==> config.mk <==
export PLATFORM = sky130hd
export DESIGN_NAME = hostbus_snoop
export DESIGN_NICKNAME = d
export VERILOG_FILES = /design/src/rtl/hbs_pkg.sv /design/src/rtl/hbs_sync.sv /design/src/rtl/hbs_capture.sv /design/src/rtl/hbs_outbuf.sv /design/src/rtl/hostbus_snoop.sv
export SDC_FILE = /design/constraint.sdc
export NUM_CORES = 1
export LEC_CHECK = 0
export CAP_MARGIN = 20
export CORE_MARGIN = 1.5
export CORE_UTILIZATION = 40
export CTS_CLUSTER_SIZE = 8
export DETAILED_ROUTE_END_ITERATION = 12
export PLACE_DENSITY_LB_ADDON = 0.08
export SETUP_SLACK_MARGIN = 0.2
export SLEW_MARGIN = 15
export SYNTH_ARGS = -nofsm -noshare
export SYNTH_HDL_FRONTEND = slang
export SYNTH_HIERARCHICAL = 1
export SYNTH_SLANG_ARGS = --single-unit
==> constraint.sdc <==
create_clock -name clk -period 4.8 [get_ports clk]
set_clock_uncertainty 0.2 [all_clocks]
set_input_delay 0.72 -clock clk [delete_from_list [all_inputs] [get_ports clk]]
set_output_delay 0.72 -clock clk [all_outputs]
set_load 0.01 [all_outputs]
==> src/rtl/hbs_pkg.sv <==
package hbs_pkg;

   typedef enum logic {
      KIND_ACCESS = 1'b0,
      KIND_RESET  = 1'b1
   } rec_kind_e;

   // map a raw pin level to an active-true level
   function automatic logic to_active(input logic raw, input bit act_low);
      return act_low ? ~raw : raw;
   endfunction

endpackage

==> src/rtl/hbs_sync.sv <==
module hbs_sync #(
   parameter int W = 1
) (
   input  logic         clk,
   input  logic         rst_n,
   input  logic [W-1:0] d,
   output logic [W-1:0] q
);
   logic [W-1:0] meta_q;

   always_ff @(posedge clk) begin
      if (!rst_n) begin
         meta_q <= '0;
         q      <= '0;
      end else begin
         meta_q <= d;
         q      <= meta_q;
      end
   end
endmodule

==> src/rtl/hbs_capture.sv <==
module hbs_capture #(
   parameter int DATA_W = 16,
   parameter int TS_W   = 32
) (
   input  logic              clk,
   input  logic              rst_n,
   input  logic              cs_a,
   input  logic              cmd_a,
   input  logic              wr_a,
   input  logic              rd_a,
   input  logic              rst_a,
   input  logic [DATA_W-1:0] word,
   input  logic [TS_W-1:0]   ts,
   output logic              push_o,
   output logic              lost_o,
   output logic              kind_o,
   output logic              dir_o,
   output logic              cmd_o,
   output logic [DATA_W-1:0] value_o,
   output logic [TS_W-1:0]   t_start_o,
   output logic [TS_W-1:0]   t_end_o
);
   import hbs_pkg::*;

   logic              cs_p, wr_p, rd_p, rst_p;
   logic              cap_dir_q, cap_cmd_q;
   logic [DATA_W-1:0] cap_val_q;
   logic              cap_dir_n, cap_cmd_n;
   logic [DATA_W-1:0] cap_val_n;
   logic [TS_W-1:0]   t_open_q, rst_t0_q;
   logic              wr_end, rd_end;
   logic              cs_open, cs_close, rst_open, rst_close;

   assign wr_end    = wr_p & ~wr_a;
   assign rd_end    = rd_p & ~rd_a;
   assign cs_open   = ~cs_p & cs_a;
   assign cs_close  = cs_p & ~cs_a;
   assign rst_open  = ~rst_p & rst_a;
   assign rst_close = rst_p & ~rst_a;

   // capture selection: write release outranks read release
   always_comb begin
      cap_val_n = cap_val_q;
      cap_cmd_n = cap_cmd_q;
      cap_dir_n = cap_dir_q;
      if (wr_end) begin
         cap_val_n = word;
         cap_cmd_n = cmd_a;
         cap_dir_n = 1'b1;
      end else if (rd_end) begin
         cap_val_n = word;
         cap_cmd_n = cmd_a;
         cap_dir_n = 1'b0;
      end
   end

   always_ff @(posedge clk) begin
      if (!rst_n) begin
         cs_p      <= 1'b0;
         wr_p      <= 1'b0;
         rd_p      <= 1'b0;
         rst_p     <= 1'b0;
         cap_val_q <= '0;
         cap_cmd_q <= 1'b0;
         cap_dir_q <= 1'b0;
         t_open_q  <= '0;
         rst_t0_q  <= '0;
      end else begin
         cs_p      <= cs_a;
         wr_p      <= wr_a;
         rd_p      <= rd_a;
         rst_p     <= rst_a;
         cap_val_q <= cap_val_n;
         cap_cmd_q <= cap_cmd_n;
         cap_dir_q <= cap_dir_n;
         if (cs_open)  t_open_q <= ts;
         if (rst_open) rst_t0_q <= ts;
      end
   end

   // record assembly; an access close outranks a reset close
   always_comb begin
      push_o    = cs_close | rst_close;
      lost_o    = cs_close & rst_close;
      t_end_o   = ts;
      if (cs_close) begin
         kind_o    = KIND_ACCESS;
         dir_o     = cap_dir_n;
         cmd_o     = cap_cmd_n;
         value_o   = cap_val_n;
         t_start_o = t_open_q;
      end else begin
         kind_o    = KIND_RESET;
         dir_o     = 1'b0;
         cmd_o     = 1'b0;
         value_o   = '0;
         t_start_o = rst_t0_q;
      end
   end


   wr_priority_chk: assert property (@(posedge clk) disable iff (!rst_n)
      (wr_end && rd_end) |=> cap_dir_q);

endmodule

==> src/rtl/hbs_outbuf.sv <==
module hbs_outbuf #(
   parameter int PW = 8
) (
   input  logic          clk,
   input  logic          rst_n,
   input  logic          in_valid,
   input  logic [PW-1:0] in_data,
   input  logic          lost,
   input  logic          out_ready,
   output logic          out_valid,
   output logic [PW-1:0] out_data,
   output logic          overflow
);
   logic          full_q;
   logic [PW-1:0] hold_q;
   logic          accept;

   assign accept    = in_valid & (~full_q | out_ready);
   assign out_valid = full_q;
   assign out_data  = hold_q;

   always_ff @(posedge clk) begin
      if (!rst_n) begin
         full_q   <= 1'b0;
         hold_q   <= '0;
         overflow <= 1'b0;
      end else begin
         if (accept) begin
            hold_q <= in_data;
            full_q <= 1'b1;
         end else if (out_ready) begin
            full_q <= 1'b0;
         end
         if ((in_valid & ~accept) | lost)
            overflow <= 1'b1;
      end
   end


   hold_stable_chk: assert property (@(posedge clk) disable iff (!rst_n)
      (out_valid && !out_ready) |=> (out_valid && $stable(out_data)));


   no_overflow_clear_chk: assert property (@(posedge clk) disable iff (!rst_n)
      overflow |=> overflow);

endmodule

==> src/rtl/hostbus_snoop.sv <==
module hostbus_snoop #(
   parameter int DATA_W      = 16,
   parameter int TS_W        = 32,
   parameter bit CS_ACT_LOW  = 1'b1,
   parameter bit CMD_ACT_LOW = 1'b1,
   parameter bit WR_ACT_LOW  = 1'b1,
   parameter bit RD_ACT_LOW  = 1'b1,
   parameter bit RST_ACT_LOW = 1'b1,
   parameter bit BYTE_SWAP   = 1'b0
) (
   input  logic              clk,
   input  logic              rst_n,
   input  logic              bus_cs,
   input  logic              bus_cmd,
   input  logic              bus_wr,
   input  logic              bus_rd,
   input  logic              bus_rst,
   input  logic [DATA_W-1:0] bus_data,
   input  logic              rec_ready,
   output logic              rec_valid,
   output logic              rec_kind,
   output logic              rec_dir,
   output logic              rec_is_cmd,
   output logic [DATA_W-1:0] rec_value,
   output logic [TS_W-1:0]   rec_t_start,
   output logic [TS_W-1:0]   rec_t_end,
   output logic              overflow
);
   import hbs_pkg::*;

   localparam int CTRL_W = 5;
   localparam int SYNC_W = CTRL_W + DATA_W;
   localparam int PAY_W  = 3 + DATA_W + 2 * TS_W;

   generate
      if (!(DATA_W == 8 || DATA_W == 16)) begin : g_bad_width
         $error("hostbus_snoop: DATA_W must be 8 or 16");
      end
      if (TS_W < 2) begin : g_bad_ts
         $error("hostbus_snoop: TS_W must be at least 2");
      end
   endgenerate

   logic [CTRL_W-1:0] ctrl_act;
   logic [SYNC_W-1:0] sync_q;
   logic [DATA_W-1:0] data_s, word;
   logic [TS_W-1:0]   ts_q;

   assign ctrl_act = {to_active(bus_cs,  CS_ACT_LOW),
                      to_active(bus_cmd, CMD_ACT_LOW),
                      to_active(bus_wr,  WR_ACT_LOW),
                      to_active(bus_rd,  RD_ACT_LOW),
                      to_active(bus_rst, RST_ACT_LOW)};

   hbs_sync #(.W(SYNC_W)) u_sync (
      .clk   (clk),
      .rst_n (rst_n),
      .d     ({ctrl_act, bus_data}),
      .q     (sync_q)
   );

   assign data_s = sync_q[DATA_W-1:0];

   generate
      if (DATA_W == 16 && BYTE_SWAP) begin : g_swap
         assign word = {data_s[7:0], data_s[15:8]};
      end else begin : g_nat
         assign word = data_s;
      end
   endgenerate

   always_ff @(posedge clk) begin
      if (!rst_n) ts_q <= '0;
      else        ts_q <= ts_q + 1'b1;
   end

   logic              c_push, c_lost, c_kind, c_dir, c_cmd;
   logic [DATA_W-1:0] c_value;
   logic [TS_W-1:0]   c_t0, c_t1;

   hbs_capture #(.DATA_W(DATA_W), .TS_W(TS_W)) u_cap (
      .clk       (clk),
      .rst_n     (rst_n),
      .cs_a      (sync_q[SYNC_W-1]),
      .cmd_a     (sync_q[SYNC_W-2]),
      .wr_a      (sync_q[SYNC_W-3]),
      .rd_a      (sync_q[SYNC_W-4]),
      .rst_a     (sync_q[SYNC_W-5]),
      .word      (word),
      .ts        (ts_q),
      .push_o    (c_push),
      .lost_o    (c_lost),
      .kind_o    (c_kind),
      .dir_o     (c_dir),
      .cmd_o     (c_cmd),
      .value_o   (c_value),
      .t_start_o (c_t0),
      .t_end_o   (c_t1)
   );

   logic [PAY_W-1:0] pay_out;

   hbs_outbuf #(.PW(PAY_W)) u_buf (
      .clk       (clk),
      .rst_n     (rst_n),
      .in_valid  (c_push),
      .in_data   ({c_kind, c_dir, c_cmd, c_value, c_t0, c_t1}),
      .lost      (c_lost),
      .out_ready (rec_ready),
      .out_valid (rec_valid),
      .out_data  (pay_out),
      .overflow  (overflow)
   );

   assign {rec_kind, rec_dir, rec_is_cmd, rec_value, rec_t_start, rec_t_end} = pay_out;


   reset_rec_clean_chk: assert property (@(posedge clk) disable iff (!rst_n)
      (rec_valid && rec_kind) |-> (rec_value == '0 && !rec_is_cmd && !rec_dir));

endmodule

==> flow_metrics.tcl <==
set metrics [dict create \
    synth_top_area_share_pct 48.06 \
    dpl.cell_count 1494 \
    fp.dieArea_mm2 0.02648 \
    final_common_cell "nand2_1" \
    diodes 0 \
    status "complete, no violations" \
    ys_top_cells_by_area "dfxtp_1 (48%), nand2_1 (15%), mux2i_1 (8.2%)" \
    ys_seq_area_share_pct 48.06 \
    critPathLaunchType "flop" \
    critical_path_class "flop to flop" \
    arrival_ns 2.96 \
    synth_cell_types 47 \
    cpMaxStageDelayCell "buf_12" \
    synth-seq-cells 245 \
    antenna_found_initial 0 \
    setup_violations 0 \
    ir_drop_uv 223.1 \
    hpwl_um 12350 \
    min_from "u_sync/meta_q[10]" \
    clock_latency_ns 0.50 \
    gp_congestion 0.7212 \
    ios 109 \
    slew_headroom_pct 33.91 \
    drtIter0Drc 468 \
    final_core_util_pct 47.46 \
    cts_root_buffer "clkbuf_16" \
    maxCapViolations 0 \
    synth_area_leader_cell "dfxtp_1" \
    p_total_uw 4421 \
    first_pass_iters 5 \
    clockBufferDepth 3 \
    first_global_vias 6910 \
    p_leak_uw 0.004091 \
    area_growth_syn_to_layout_pct 16.77 \
    die_y_um 162.7 \
    wl_um 21840 \
    hp-class "flop to flop" \
    layout-drive-gt1-share_pct 9.136 \
    cts_tree "built" \
    syn_inst 1164 \
    final_cell_mix "nand2_1 (400), dfxtp_1 (245), clkdlybuf4s50_1 (107)" \
    ant_nets 0 \
    worst_pin_slew_ns 0.9902 \
    coreArea_mm2 0.02511 \
    instances_no_fill 1534 \
    grt_max_degree 215 \
    nNetsFinal 1227 \
    crit_chain "nor2b_2 > buf_4 > inv_4 > nand2_1 > nor2b_4 > buf_12 > mux2i_1" \
    fin_hold_ws_ns 0.2396 \
    period_needed_ns 2.741 \
    cts_made_buffers 36 \
    initial_core_util_pct 40.65 \
    ctsResizeCount 0 \
    grtUsageTotal_pct 16.62 \
    path_max_fanout 83 \
    numClockSinks 245 \
    vias_per_cell 4.850 \
    clkTransAtPathRegs_ns 0.05 \
    path_buf_inv 3 \
    final_max_slew_viol_count 0 \
    post_synth.cell_area_avg_um2 8.768 \
    htree_levels 2 \
    wl_per_cell_um 14.24 \
    die_x_um 162.7 \
    timing_hold_violations_final 0 \
    cp_top_family "buffers and inverters" \
    cpPeakStageDelay_ns 0.48 \
    syn-num-nets 1189 \
    end_kind "flop" \
    p_per_area_mw_per_mm2 370.9 \
    vias 7440 \
    required_ns 5.02 \
    numPortBuffers 108 \
    yosysWarnings 6 \
    post-cts-setup-buffers 0 \
    grt_pass1_wl_um 35780 \
    cp-startpoint "u_cap/cs_p" \
    rows 58 \
    timing.rr.start "u_cap/cs_p" \
    max_freq_mhz 364.8 \
    syn-cell-area_mm2 0.01021 \
    rsz0062_at_grt "no" \
    gr-total-overflow 0 \
    postCtsHoldBufs 0 \
    tns_ns 0 \
    fin_crit_sh_pct 57.10 \
    post-route-drc-count 0 \
]
cell usage after synthesis (all sizes together):
library cell / number
nor2: 16
and3: 1
o21a: 1
dfxtp: 245
a21oi: 35
nor4: 4
ha: 1
or4b: 1
xor2: 2
buf: 92
mux2i: 84
or4: 5
o31ai: 2
a211oi: 1
nand4: 11
and2b: 2
a21boi: 81
inv: 11
and4: 2
nor3: 3
nand2b: 7
or3: 14
o311ai: 1
nand3: 27
nand2: 400
o41ai: 2
o21ai: 31
and2: 47
clkbuf: 19
nor2b: 7
xnor2: 9
state kept, by name (all words and copies together), names as in the netlist, 16 cells and up:
register and count:
u_sync/meta_q 21, u_cap/cap_val_q 16, u_buf/out_data 83, u_cap/t_open_q 32
ts_q 32, u_cap/rst_t0_q 32, u_sync/q 21
path summary, 6_finish.rpt:
kind | end | slack [ns] | depth (start not counted)
worst max-delay path | u_buf/out_data[57] | 2.06 | 7
worst min-delay path | u_sync/q[10] | 0.24 | 1
worst max register to register | u_buf/out_data[57] | 2.06 | 7
worst min register to register | u_sync/q[10] | 0.24 | 1
through the flow:
| stage | area (µm²) | setup WS [ns] |
|---|---|---|
| after floorplan | 10210 | 2.523 |
| after global placement | 10970 | 2.083 |
| after detailed placement | 10970 | 2.034 |
| after CTS | 11920 | 2.013 |
| after global routing | 11920 | 1.855 |
| final | 11920 | 2.059 |
kinds of logic (layout without fill, tap and decap cells):
kind of cell | after synthesis | in the layout | share of synthesized area [%]
muxes | 84 | 84 | 8.238
DFF | 245 | 245 | 48.06
and+or+nand+nor | 547 | 547 | 24.21
xor gates and xnor gates | 11 | 11 | 0.9440
buffers and inverters | 122 | 162 | 8.312
adders and majority gates | 1 | 1 | 0.1226
AOI/OAI and AO/OA | 154 | 154 | 10.11
power breakdown:
group / internal, µW / total [µW] / switching, µW
registers: 2060 / 2070 / 11.7
logic: 65.7 / 163 / 97.2
clock network: 1350 / 2180 / 832
total: 3480 / 4420 / 941
cell type report:
type	instances	area (µm²)
Clock buffer	37	925.9
Clock inverter	3	22.52
Fill cell	2532	13190
Inverter	11	43.79
Multi-Input combinational cell	797	4476
Sequential cell	245	4905
Tap cell	330	412.9
Timing Repair Buffer	111	1132
metal layers:
metal / vias up / share of wire, % / wire length (µm) / track usage, %
met5: - / 0 / 0 / 0
met4: 0 / 1.5 / 328 / 4.671
met3: 29 / 4.3 / 931 / 3.158
met2: 132 / 44 / 9594 / 25.65
met1: 3444 / 50 / 10990 / 23.57
li1: 3835 / - / - / -
Note: power is estimated with default switching activity, not from simulation.
